$ cat src/rtl/dac_rb_pkg.sv
package dac_rb_pkg;
  localparam logic [7:0] FILL_BYTE = 8'hFF;

  typedef struct packed {
    logic [7:0] cmd;
    logic [7:0] hi;
    logic [7:0] lo;
  } triple_t;

  function automatic logic is_dac_op(input logic [3:0] op);
    return (op == 4'h1) || (op == 4'h2) || (op == 4'h3);
  endfunction
endpackage

$ cat src/rtl/dac_rb_regs.sv
module dac_rb_regs
  import dac_rb_pkg::*;
#(
  parameter int NCH = 4,
  parameter int DW  = 12
) (
  input  logic                    clk,
  input  logic                    rst_n,
  input  logic                    exec,
  input  triple_t                 ex,
  output logic [NCH-1:0][DW-1:0]  code_q,
  output logic [NCH-1:0][DW-1:0]  dac_q,
  output logic [NCH-1:0]          pd_q
);
  localparam int PAD = 16 - DW;

  logic [3:0]    op;
  logic [DW-1:0] wdata;

  assign op    = ex.cmd[7:4];
  assign wdata = DW'({ex.hi, ex.lo} >> PAD);

  for (genvar g = 0; g < NCH; g++) begin : g_ch
    logic          hit;
    logic [DW-1:0] code_r, code_d, dac_r, dac_d;
    logic          pd_r, pd_d;

    assign hit = exec && (ex.cmd[3:0] == 4'(g));

    always_comb begin
      code_d = code_r;
      dac_d  = dac_r;
      pd_d   = pd_r;
      if (hit && op == 4'h0) code_d = wdata;
      if (hit && is_dac_op(op)) dac_d = wdata;
      if (exec && op == 4'h4) pd_d = ex.lo[g];
    end

    always_ff @(posedge clk or negedge rst_n) begin
      if (!rst_n) begin
        code_r <= '0;
        dac_r  <= '0;
        pd_r   <= 1'b0;
      end else begin
        code_r <= code_d;
        dac_r  <= dac_d;
        pd_r   <= pd_d;
      end
    end

    assign code_q[g] = code_r;
    assign dac_q[g]  = dac_r;
    assign pd_q[g]   = pd_r;
  end

  AST_CH_IGNORED: assert property (@(posedge clk) disable iff (!rst_n)
    (exec && (op == 4'h0 || is_dac_op(op)) && 32'(ex.cmd[3:0]) >= NCH)
      |=> ($stable(code_q) && $stable(dac_q)));
endmodule

$ cat src/rtl/dac_rb_wrtrack.sv
module dac_rb_wrtrack
  import dac_rb_pkg::*;
(
  input  logic       clk,
  input  logic       rst_n,
  input  logic       sel_evt,
  input  logic       sel_rd,
  input  logic       stop_evt,
  input  logic       rx_valid,
  input  logic [7:0] rx_byte,
  output logic       exec,
  output triple_t    ex,
  output logic       eff_echo,
  output logic [7:0] eff_req,
  output triple_t    last_q
);
  logic       wr_act, wr_act_d;
  logic [1:0] pos, pos_d;
  logic [2:0] bcnt, bcnt_d;
  logic [7:0] cmd_q, cmd_d, hi_q, hi_d;
  triple_t    last_d;
  logic       echo_q, echo_d;
  logic [7:0] req_q;
  logic       wr_close, rd_open, byte_in, many;

  assign wr_close = wr_act && (stop_evt || sel_evt);
  assign rd_open  = sel_evt && sel_rd;
  assign byte_in  = wr_act && rx_valid;
  assign exec     = byte_in && (pos == 2'd2);
  assign ex       = '{cmd: cmd_q, hi: hi_q, lo: rx_byte};
  assign many     = (bcnt >= 3'd4);

  always_comb begin
    eff_echo = echo_q;
    eff_req  = req_q;
    if (wr_close && bcnt != 3'd0) begin
      eff_echo = many;
      eff_req  = (bcnt < 3'd3) ? cmd_q : last_q.cmd;
    end
  end

  always_comb begin
    wr_act_d = wr_act;
    pos_d    = pos;
    bcnt_d   = bcnt;
    cmd_d    = cmd_q;
    hi_d     = hi_q;
    last_d   = last_q;
    if (sel_evt) begin
      wr_act_d = !sel_rd;
      pos_d    = 2'd0;
      bcnt_d   = 3'd0;
    end else if (stop_evt) begin
      wr_act_d = 1'b0;
    end else if (byte_in) begin
      pos_d = (pos == 2'd2) ? 2'd0 : 2'(pos + 2'd1);
      if (!many) bcnt_d = 3'(bcnt + 3'd1);
      if (pos == 2'd0) cmd_d = rx_byte;
      if (pos == 2'd1) hi_d  = rx_byte;
      if (exec) last_d = ex;
    end
    echo_d = rd_open ? 1'b0 : eff_echo;
  end

  always_ff @(posedge clk or negedge rst_n) begin
    if (!rst_n) begin
      wr_act <= 1'b0;
      pos    <= 2'd0;
      bcnt   <= 3'd0;
      cmd_q  <= 8'h00;
      hi_q   <= 8'h00;
      last_q <= '0;
      echo_q <= 1'b0;
      req_q  <= 8'h00;
    end else begin
      wr_act <= wr_act_d;
      pos    <= pos_d;
      bcnt   <= bcnt_d;
      cmd_q  <= cmd_d;
      hi_q   <= hi_d;
      last_q <= last_d;
      echo_q <= echo_d;
      req_q  <= eff_req;
    end
  end

  AST_ECHO_ONCE: assert property (@(posedge clk) disable iff (!rst_n)
    rd_open |=> !echo_q);
  AST_ARM_LONG: assert property (@(posedge clk) disable iff (!rst_n)
    (wr_close && many && !rd_open) |=> echo_q);
  AST_EXACT3_STD: assert property (@(posedge clk) disable iff (!rst_n)
    (wr_close && bcnt == 3'd3) |=> !echo_q);
endmodule

$ cat src/rtl/dac_rb_rdframe.sv
module dac_rb_rdframe
  import dac_rb_pkg::*;
#(
  parameter int         NCH    = 4,
  parameter int         DW     = 12,
  parameter logic [2:0] REV_ID = 3'b010
) (
  input  logic                    clk,
  input  logic                    rst_n,
  input  logic                    sel_evt,
  input  logic                    sel_rd,
  input  logic                    stop_evt,
  input  logic                    tx_next,
  input  logic                    eff_echo,
  input  logic [7:0]              eff_req,
  input  triple_t                 last_q,
  input  logic [NCH-1:0][DW-1:0]  code_q,
  input  logic [NCH-1:0][DW-1:0]  dac_q,
  input  logic [NCH-1:0]          pd_q,
  input  logic [1:0]              ref_mode,
  output logic [7:0]              tx_byte
);
  localparam int PAD = 16 - DW;
  localparam int CW  = $clog2(NCH);

  logic          rd_act, rd_act_d, rd_open, ch_ok;
  logic [1:0]    idx, idx_d;
  logic [3:0]    op;
  logic [CW-1:0] sel;
  triple_t       frm, frm_d, std;

  assign rd_open = sel_evt && sel_rd;
  assign op      = eff_req[7:4];
  assign sel     = eff_req[CW-1:0];
  assign ch_ok   = 32'(eff_req[3:0]) < NCH;

  always_comb begin
    std = '{cmd: eff_req, hi: 8'h00, lo: 8'h00};
    if (op == 4'h0 && ch_ok)
      {std.hi, std.lo} = 16'(code_q[sel]) << PAD;
    else if (is_dac_op(op) && ch_ok)
      {std.hi, std.lo} = 16'(dac_q[sel]) << PAD;
    else if (op == 4'h4)
      std.lo = 8'(pd_q);
    else begin
      std.hi = {5'b00000, REV_ID};
      std.lo = {6'b000000, ref_mode};
    end
  end

  always_comb begin
    rd_act_d = rd_act;
    idx_d    = idx;
    frm_d    = frm;
    if (rd_open) begin
      rd_act_d = 1'b1;
      idx_d    = 2'd0;
      frm_d    = eff_echo ? last_q : std;
    end else if (stop_evt || sel_evt) begin
      rd_act_d = 1'b0;
    end else if (rd_act && tx_next && idx != 2'd3) begin
      idx_d = 2'(idx + 2'd1);
    end
  end

  always_ff @(posedge clk or negedge rst_n) begin
    if (!rst_n) begin
      rd_act <= 1'b0;
      idx    <= 2'd0;
      frm    <= '0;
    end else begin
      rd_act <= rd_act_d;
      idx    <= idx_d;
      frm    <= frm_d;
    end
  end

  always_comb begin
    tx_byte = FILL_BYTE;
    if (rd_act) begin
      case (idx)
        2'd0:    tx_byte = frm.cmd;
        2'd1:    tx_byte = frm.hi;
        2'd2:    tx_byte = frm.lo;
        default: tx_byte = FILL_BYTE;
      endcase
    end
  end

  AST_READ_RESTART: assert property (@(posedge clk) disable iff (!rst_n)
    rd_open |=> (rd_act && idx == 2'd0));
  AST_PD_FRAME: assert property (@(posedge clk) disable iff (!rst_n)
    (rd_open && !eff_echo && op == 4'h4)
      |=> (frm.hi == 8'h00 && (frm.lo >> NCH) == 8'h00));
  AST_FILL_HOLD: assert property (@(posedge clk) disable iff (!rst_n)
    (rd_act && idx == 2'd3 && !rd_open) |=> (idx == 2'd3 || !rd_act));
endmodule

$ cat src/rtl/dac_rb_ctrl.sv
module dac_rb_ctrl
  import dac_rb_pkg::*;
#(
  parameter int         NCH    = 4,
  parameter int         DW     = 12,
  parameter logic [2:0] REV_ID = 3'b010
) (
  input  logic              clk,
  input  logic              rst_n,
  input  logic              sel_evt,
  input  logic              sel_rd,
  input  logic              stop_evt,
  input  logic              rx_valid,
  input  logic [7:0]        rx_byte,
  input  logic              tx_next,
  output logic [7:0]        tx_byte,
  input  logic [1:0]        ref_mode,
  output logic [NCH*DW-1:0] dac_val,
  output logic [NCH-1:0]    pd_val
);
  logic                   exec, eff_echo;
  logic [7:0]             eff_req;
  triple_t                ex, last_q;
  logic [NCH-1:0][DW-1:0] code_q, dac_q;
  logic [NCH-1:0]         pd_q;

  dac_rb_wrtrack u_wr (
    .clk(clk), .rst_n(rst_n), .sel_evt(sel_evt), .sel_rd(sel_rd),
    .stop_evt(stop_evt), .rx_valid(rx_valid), .rx_byte(rx_byte),
    .exec(exec), .ex(ex), .eff_echo(eff_echo), .eff_req(eff_req),
    .last_q(last_q)
  );

  dac_rb_regs #(.NCH(NCH), .DW(DW)) u_regs (
    .clk(clk), .rst_n(rst_n), .exec(exec), .ex(ex),
    .code_q(code_q), .dac_q(dac_q), .pd_q(pd_q)
  );

  dac_rb_rdframe #(.NCH(NCH), .DW(DW), .REV_ID(REV_ID)) u_rd (
    .clk(clk), .rst_n(rst_n), .sel_evt(sel_evt), .sel_rd(sel_rd),
    .stop_evt(stop_evt), .tx_next(tx_next), .eff_echo(eff_echo),
    .eff_req(eff_req), .last_q(last_q), .code_q(code_q), .dac_q(dac_q),
    .pd_q(pd_q), .ref_mode(ref_mode), .tx_byte(tx_byte)
  );

  assign dac_val = dac_q;
  assign pd_val  = pd_q;
endmodule

$ cat config.mk
export PLATFORM = sky130hd
export DESIGN_NAME = dac_rb_ctrl
export DESIGN_NICKNAME = d
export VERILOG_FILES = /design/src/rtl/dac_rb_pkg.sv /design/src/rtl/dac_rb_regs.sv /design/src/rtl/dac_rb_wrtrack.sv /design/src/rtl/dac_rb_rdframe.sv /design/src/rtl/dac_rb_ctrl.sv
export SDC_FILE = /design/constraint.sdc
export NUM_CORES = 1
export LEC_CHECK = 0
export ABC_AREA = 1
export CAP_MARGIN = 0
export CORE_AREA = 2 2 120 122
export DETAILED_ROUTE_END_ITERATION = 10
export DIE_AREA = 0 0 122 124
export DONT_BUFFER_PORTS = 1
export PLACE_DENSITY = 0.78
export SETUP_SLACK_MARGIN = 0.02
export SLEW_MARGIN = 40
export SYNTH_ARGS = -nofsm -noshare
export SYNTH_HDL_FRONTEND = slang
export SYNTH_SLANG_ARGS = --single-unit
$ cat constraint.sdc
create_clock -name clk -period 2.4 [get_ports clk]
set_clock_uncertainty 0.05 [all_clocks]
set_input_delay 0.12 -clock clk [delete_from_list [all_inputs] [get_ports clk]]
set_output_delay 0.12 -clock clk [all_outputs]
set_load 0.005 [all_outputs]
==> run_results.csv <==
group,metric,value,unit
outcome,outcome,"complete, but fails checks",
outcome,violations,"negative hold slack",
layout,layout-drive-gt1-share,0.0982,
power_and_ir_drop,combPwrFrac,0.289,
die,dieArea,15100,sq um
power_and_ir_drop,p_int,6.16,mW
placed_design,gp_congestion,0.889,
grt,antenna_found_initial,0,
routing,wl_per_cell,18.4,um
layout,num-nets-final,1079,
power_and_ir_drop,power.total,9.28,mW
cts,cts_buffers,17,
sta,fmax,438,MHz
die,die_height,124,um
grt,grt_overflow,0,
critical_path,worst_ep_required_time,2.72,ns
die,initial_utilization,0.628,
cts,holdBufCountCts,10,
yosys,ys_seq_elements,182,
grt,grt_usage,0.317,
layout,final_cell_mix,"341 x nand2_1, 182 x dfrtp_1, 149 x o21ai_0",
cts,clk_latency,0.43,ns
sta,hold_viol,182,
layout,mostFrequentLayoutCell,"nand2_1",
yosys,seq_area_frac_synth,0.528,
sta,post-route-period-util,0.951,
placed_design,portBuffers,0,
critical_path,worstRegToRegCells,15,
critical_path,critPathMaxFanout,6,
placed_design,dp_hpwl,15.0,mm
grt,grt_max_degree,183,
grt,grt_first_pass_wirelength,36.0,mm
layout,diodes,0,
die,die_w,122,um
routing,vias,7289,
die,fp-row-count,43,
routing,postRouteAntennaNets,0,
die,coreArea,13700,sq um
critical_path,path_cells,"inv_1, ha_1, nand2_2, nand3_4, buf_6, nand2_4, nand2_4, nor2_4, nand2_4, nor2_4, buf_4, nand2_1, nand3_1, nand2_1, nand2_1",
routing,dr.first_iter.drc_count,942,
grt,grt_pass1_vias,6651,
yosys,synth.avg_cell_area,8.16,sq um
sta,slew_violations,0,
routing,vias_per_cell,5.84,
flow_run,drv_cap,0,
power_and_ir_drop,swShare,0.336,
critical_path,critical-path-top-delay-family,"simple AND/OR/NAND/NOR gates",
critical_path,slowest_delay,0.39,ns
cts,cts-root-buf,"clkbuf_16",
cts,htree_levels,4,
critical_path,crit_slowest_cell,"dfrtp_1",
cts,cts_tree,"built",
layout,areaGrowthSynthToFinish,11.2,%
critical_path,criticalPathCategory,"reg2reg",
cts,cts.sinks,182,
cts,clockBufferDepth,2,
sta,min_period,2.28,ns
cts,clk_pin_slew,0.07,ns
die,ios,77,
yosys,synth_area,8620,sq um
power_and_ir_drop,switching_power,3.12,mW
sta,setup_tns,0,ns
yosys,syn_nets,1079,
critical_path,critPathBufInv,3,
worst_hold_path,hold_path_class,"in2async",
routing,routed_wl,23.0,mm
critical_path,path_depth,15,
power_and_ir_drop,ir_drop,511,uV
routing,first_pass_iters,7,
sta,holdWs,-0.674,ns
sta,worst_pin_slew,0.610,ns
power_and_ir_drop,p_seq_frac,0.389,
power_and_ir_drop,p_per_area,968,nW/um^2
power_and_ir_drop,power_frac_clock,0.322,
yosys,synth_cell_types,32,
yosys,syn_inst,1056,
critical_path,worstSetupStartpointType,"register",
yosys,yosys_warnings,0,
routing,route.detailed.drc,0,
critical_path,worstPathArrival,2.61,ns
sta,final-setup-viol-count,0,
sta,slew_headroom,0.590,
critical_path,crit_path_end_kind,"register",
power_and_ir_drop,p_leak,4.59,nW
sta,rsz0062_at_grt,"false",
[path summary, 6_finish.rpt]
kind	startpoint	endpoint	slack (ns)
min in group clk	rx_byte[4]	u_regs.g_ch[3].dac_r[0]$_DFFE_PN0P_	0.03
worst min-delay path	rst_n	u_regs.g_ch[3].pd_r$_DFFE_PN0P_	-0.67
worst max-delay path	u_wr.bcnt[0]$_DFFE_PN0P_	u_rd.frm[11]$_DFFE_PN0P_	0.12
worst min register to register	u_regs.g_ch[3].code_r[6]$_DFFE_PN0P_	u_regs.g_ch[3].code_r[6]$_DFFE_PN0P_	0.44
max in group asynchronous	rst_n	u_wr.bcnt[1]$_DFFE_PN0P_	2.67
worst max register to register	u_wr.bcnt[0]$_DFFE_PN0P_	u_rd.frm[11]$_DFFE_PN0P_	0.12
[state kept, by name, summed over array words and instances, names as in the netlist, 2 cells and up]
register	cells
u_wr.pos	2
u_rd.idx	2
u_wr.bcnt	3
u_wr.req_q	8
u_regs.g_ch.dac_r	48
u_rd.frm	24
u_wr.cmd_q	8
u_wr.hi_q	8
u_regs.g_ch.pd_r	4
u_regs.g_ch.code_r	48
u_wr.last_q	24
[what timing repair did]
action,4_1_cts,5_1_grt
endpoints found under the hold margin,209,182
endpoints found under the setup margin,0,14
setup buffers,0,7
resized for setup,0,11
[layer usage]
layer / GRT usage / wire (um) / vias up
met3: 0.0554 / 1800 / 59
met5: 0 / 0 / -
li1: - / - / 3398
met1: 0.448 / 9810 / 3498
met2: 0.489 / 10700 / 334
met4: 0.130 / 766 / 0
[final cells by class]
class	count	area [sq um]
Clock buffer	21	460
Clock inverter	11	173
Fill cell	1057	4130
Inverter	76	288
Multi-Input combinational cell	737	3470
Sequential cell	182	4550
Tap cell	180	225
Timing Repair Buffer	42	419
[power groups by stage]
| stage | clock (mW) | combinational (mW) | sequential (mW) |
|---|---|---|---|
| 6_report | 2.99 | 2.68 | 3.61 |
| 5_1_grt | 3.14 | 2.92 | 3.63 |
| 4_1_cts | 3.01 | 2.42 | 3.60 |
| 3_5_place_dp | 0 | 2.38 | 3.65 |
| 3_3_place_gp | 0 | 2.35 | 3.64 |
| 2_1_floorplan | 0 | 1.83 | 3.57 |
[cell usage after synthesis, drive strengths merged]
master,count,area (sq um)
nand4,4,25.0
clkbuf,29,111
mux2,1,11.3
nand3b,11,82.6
o21ai,174,882
ha,6,75.1
buf,32,221
nor2,61,282
nor3,4,31.3
clkinv,1,3.75
dfrtp,182,4550
nand3,87,448
a211oi,1,7.51
a31o,1,8.76
nor4,3,31.3
a21oi,23,115
inv,75,282
o21a,1,7.51
nand2,360,1440
[stage by stage]
step | instances | util | cell area, sq um | setup slack, ns | hold WS, ns
2_1_floorplan | 1056 | - | 8620 | 0.515 | -0.226
3_3_place_gp | 1200 | 0.638 | 8750 | 0.156 | -0.220
3_5_place_dp | 1200 | 0.638 | 8750 | 0.0737 | -0.222
4_1_cts | 1242 | 0.691 | 9480 | 0.0592 | -0.687
5_1_grt | 1249 | 0.699 | 9590 | 0.0176 | -0.689
6_report | 1249 | 0.699 | 9590 | 0.118 | -0.674
[cell families after synthesis]
group / synth area share
compound gates: 0.118
fa+ha+maj: 0.00871
buf+inv: 0.0717
flops: 0.528
mux: 0.00131
simple gates: 0.272
No activity file was read; power rests on OpenSTA's default activity.
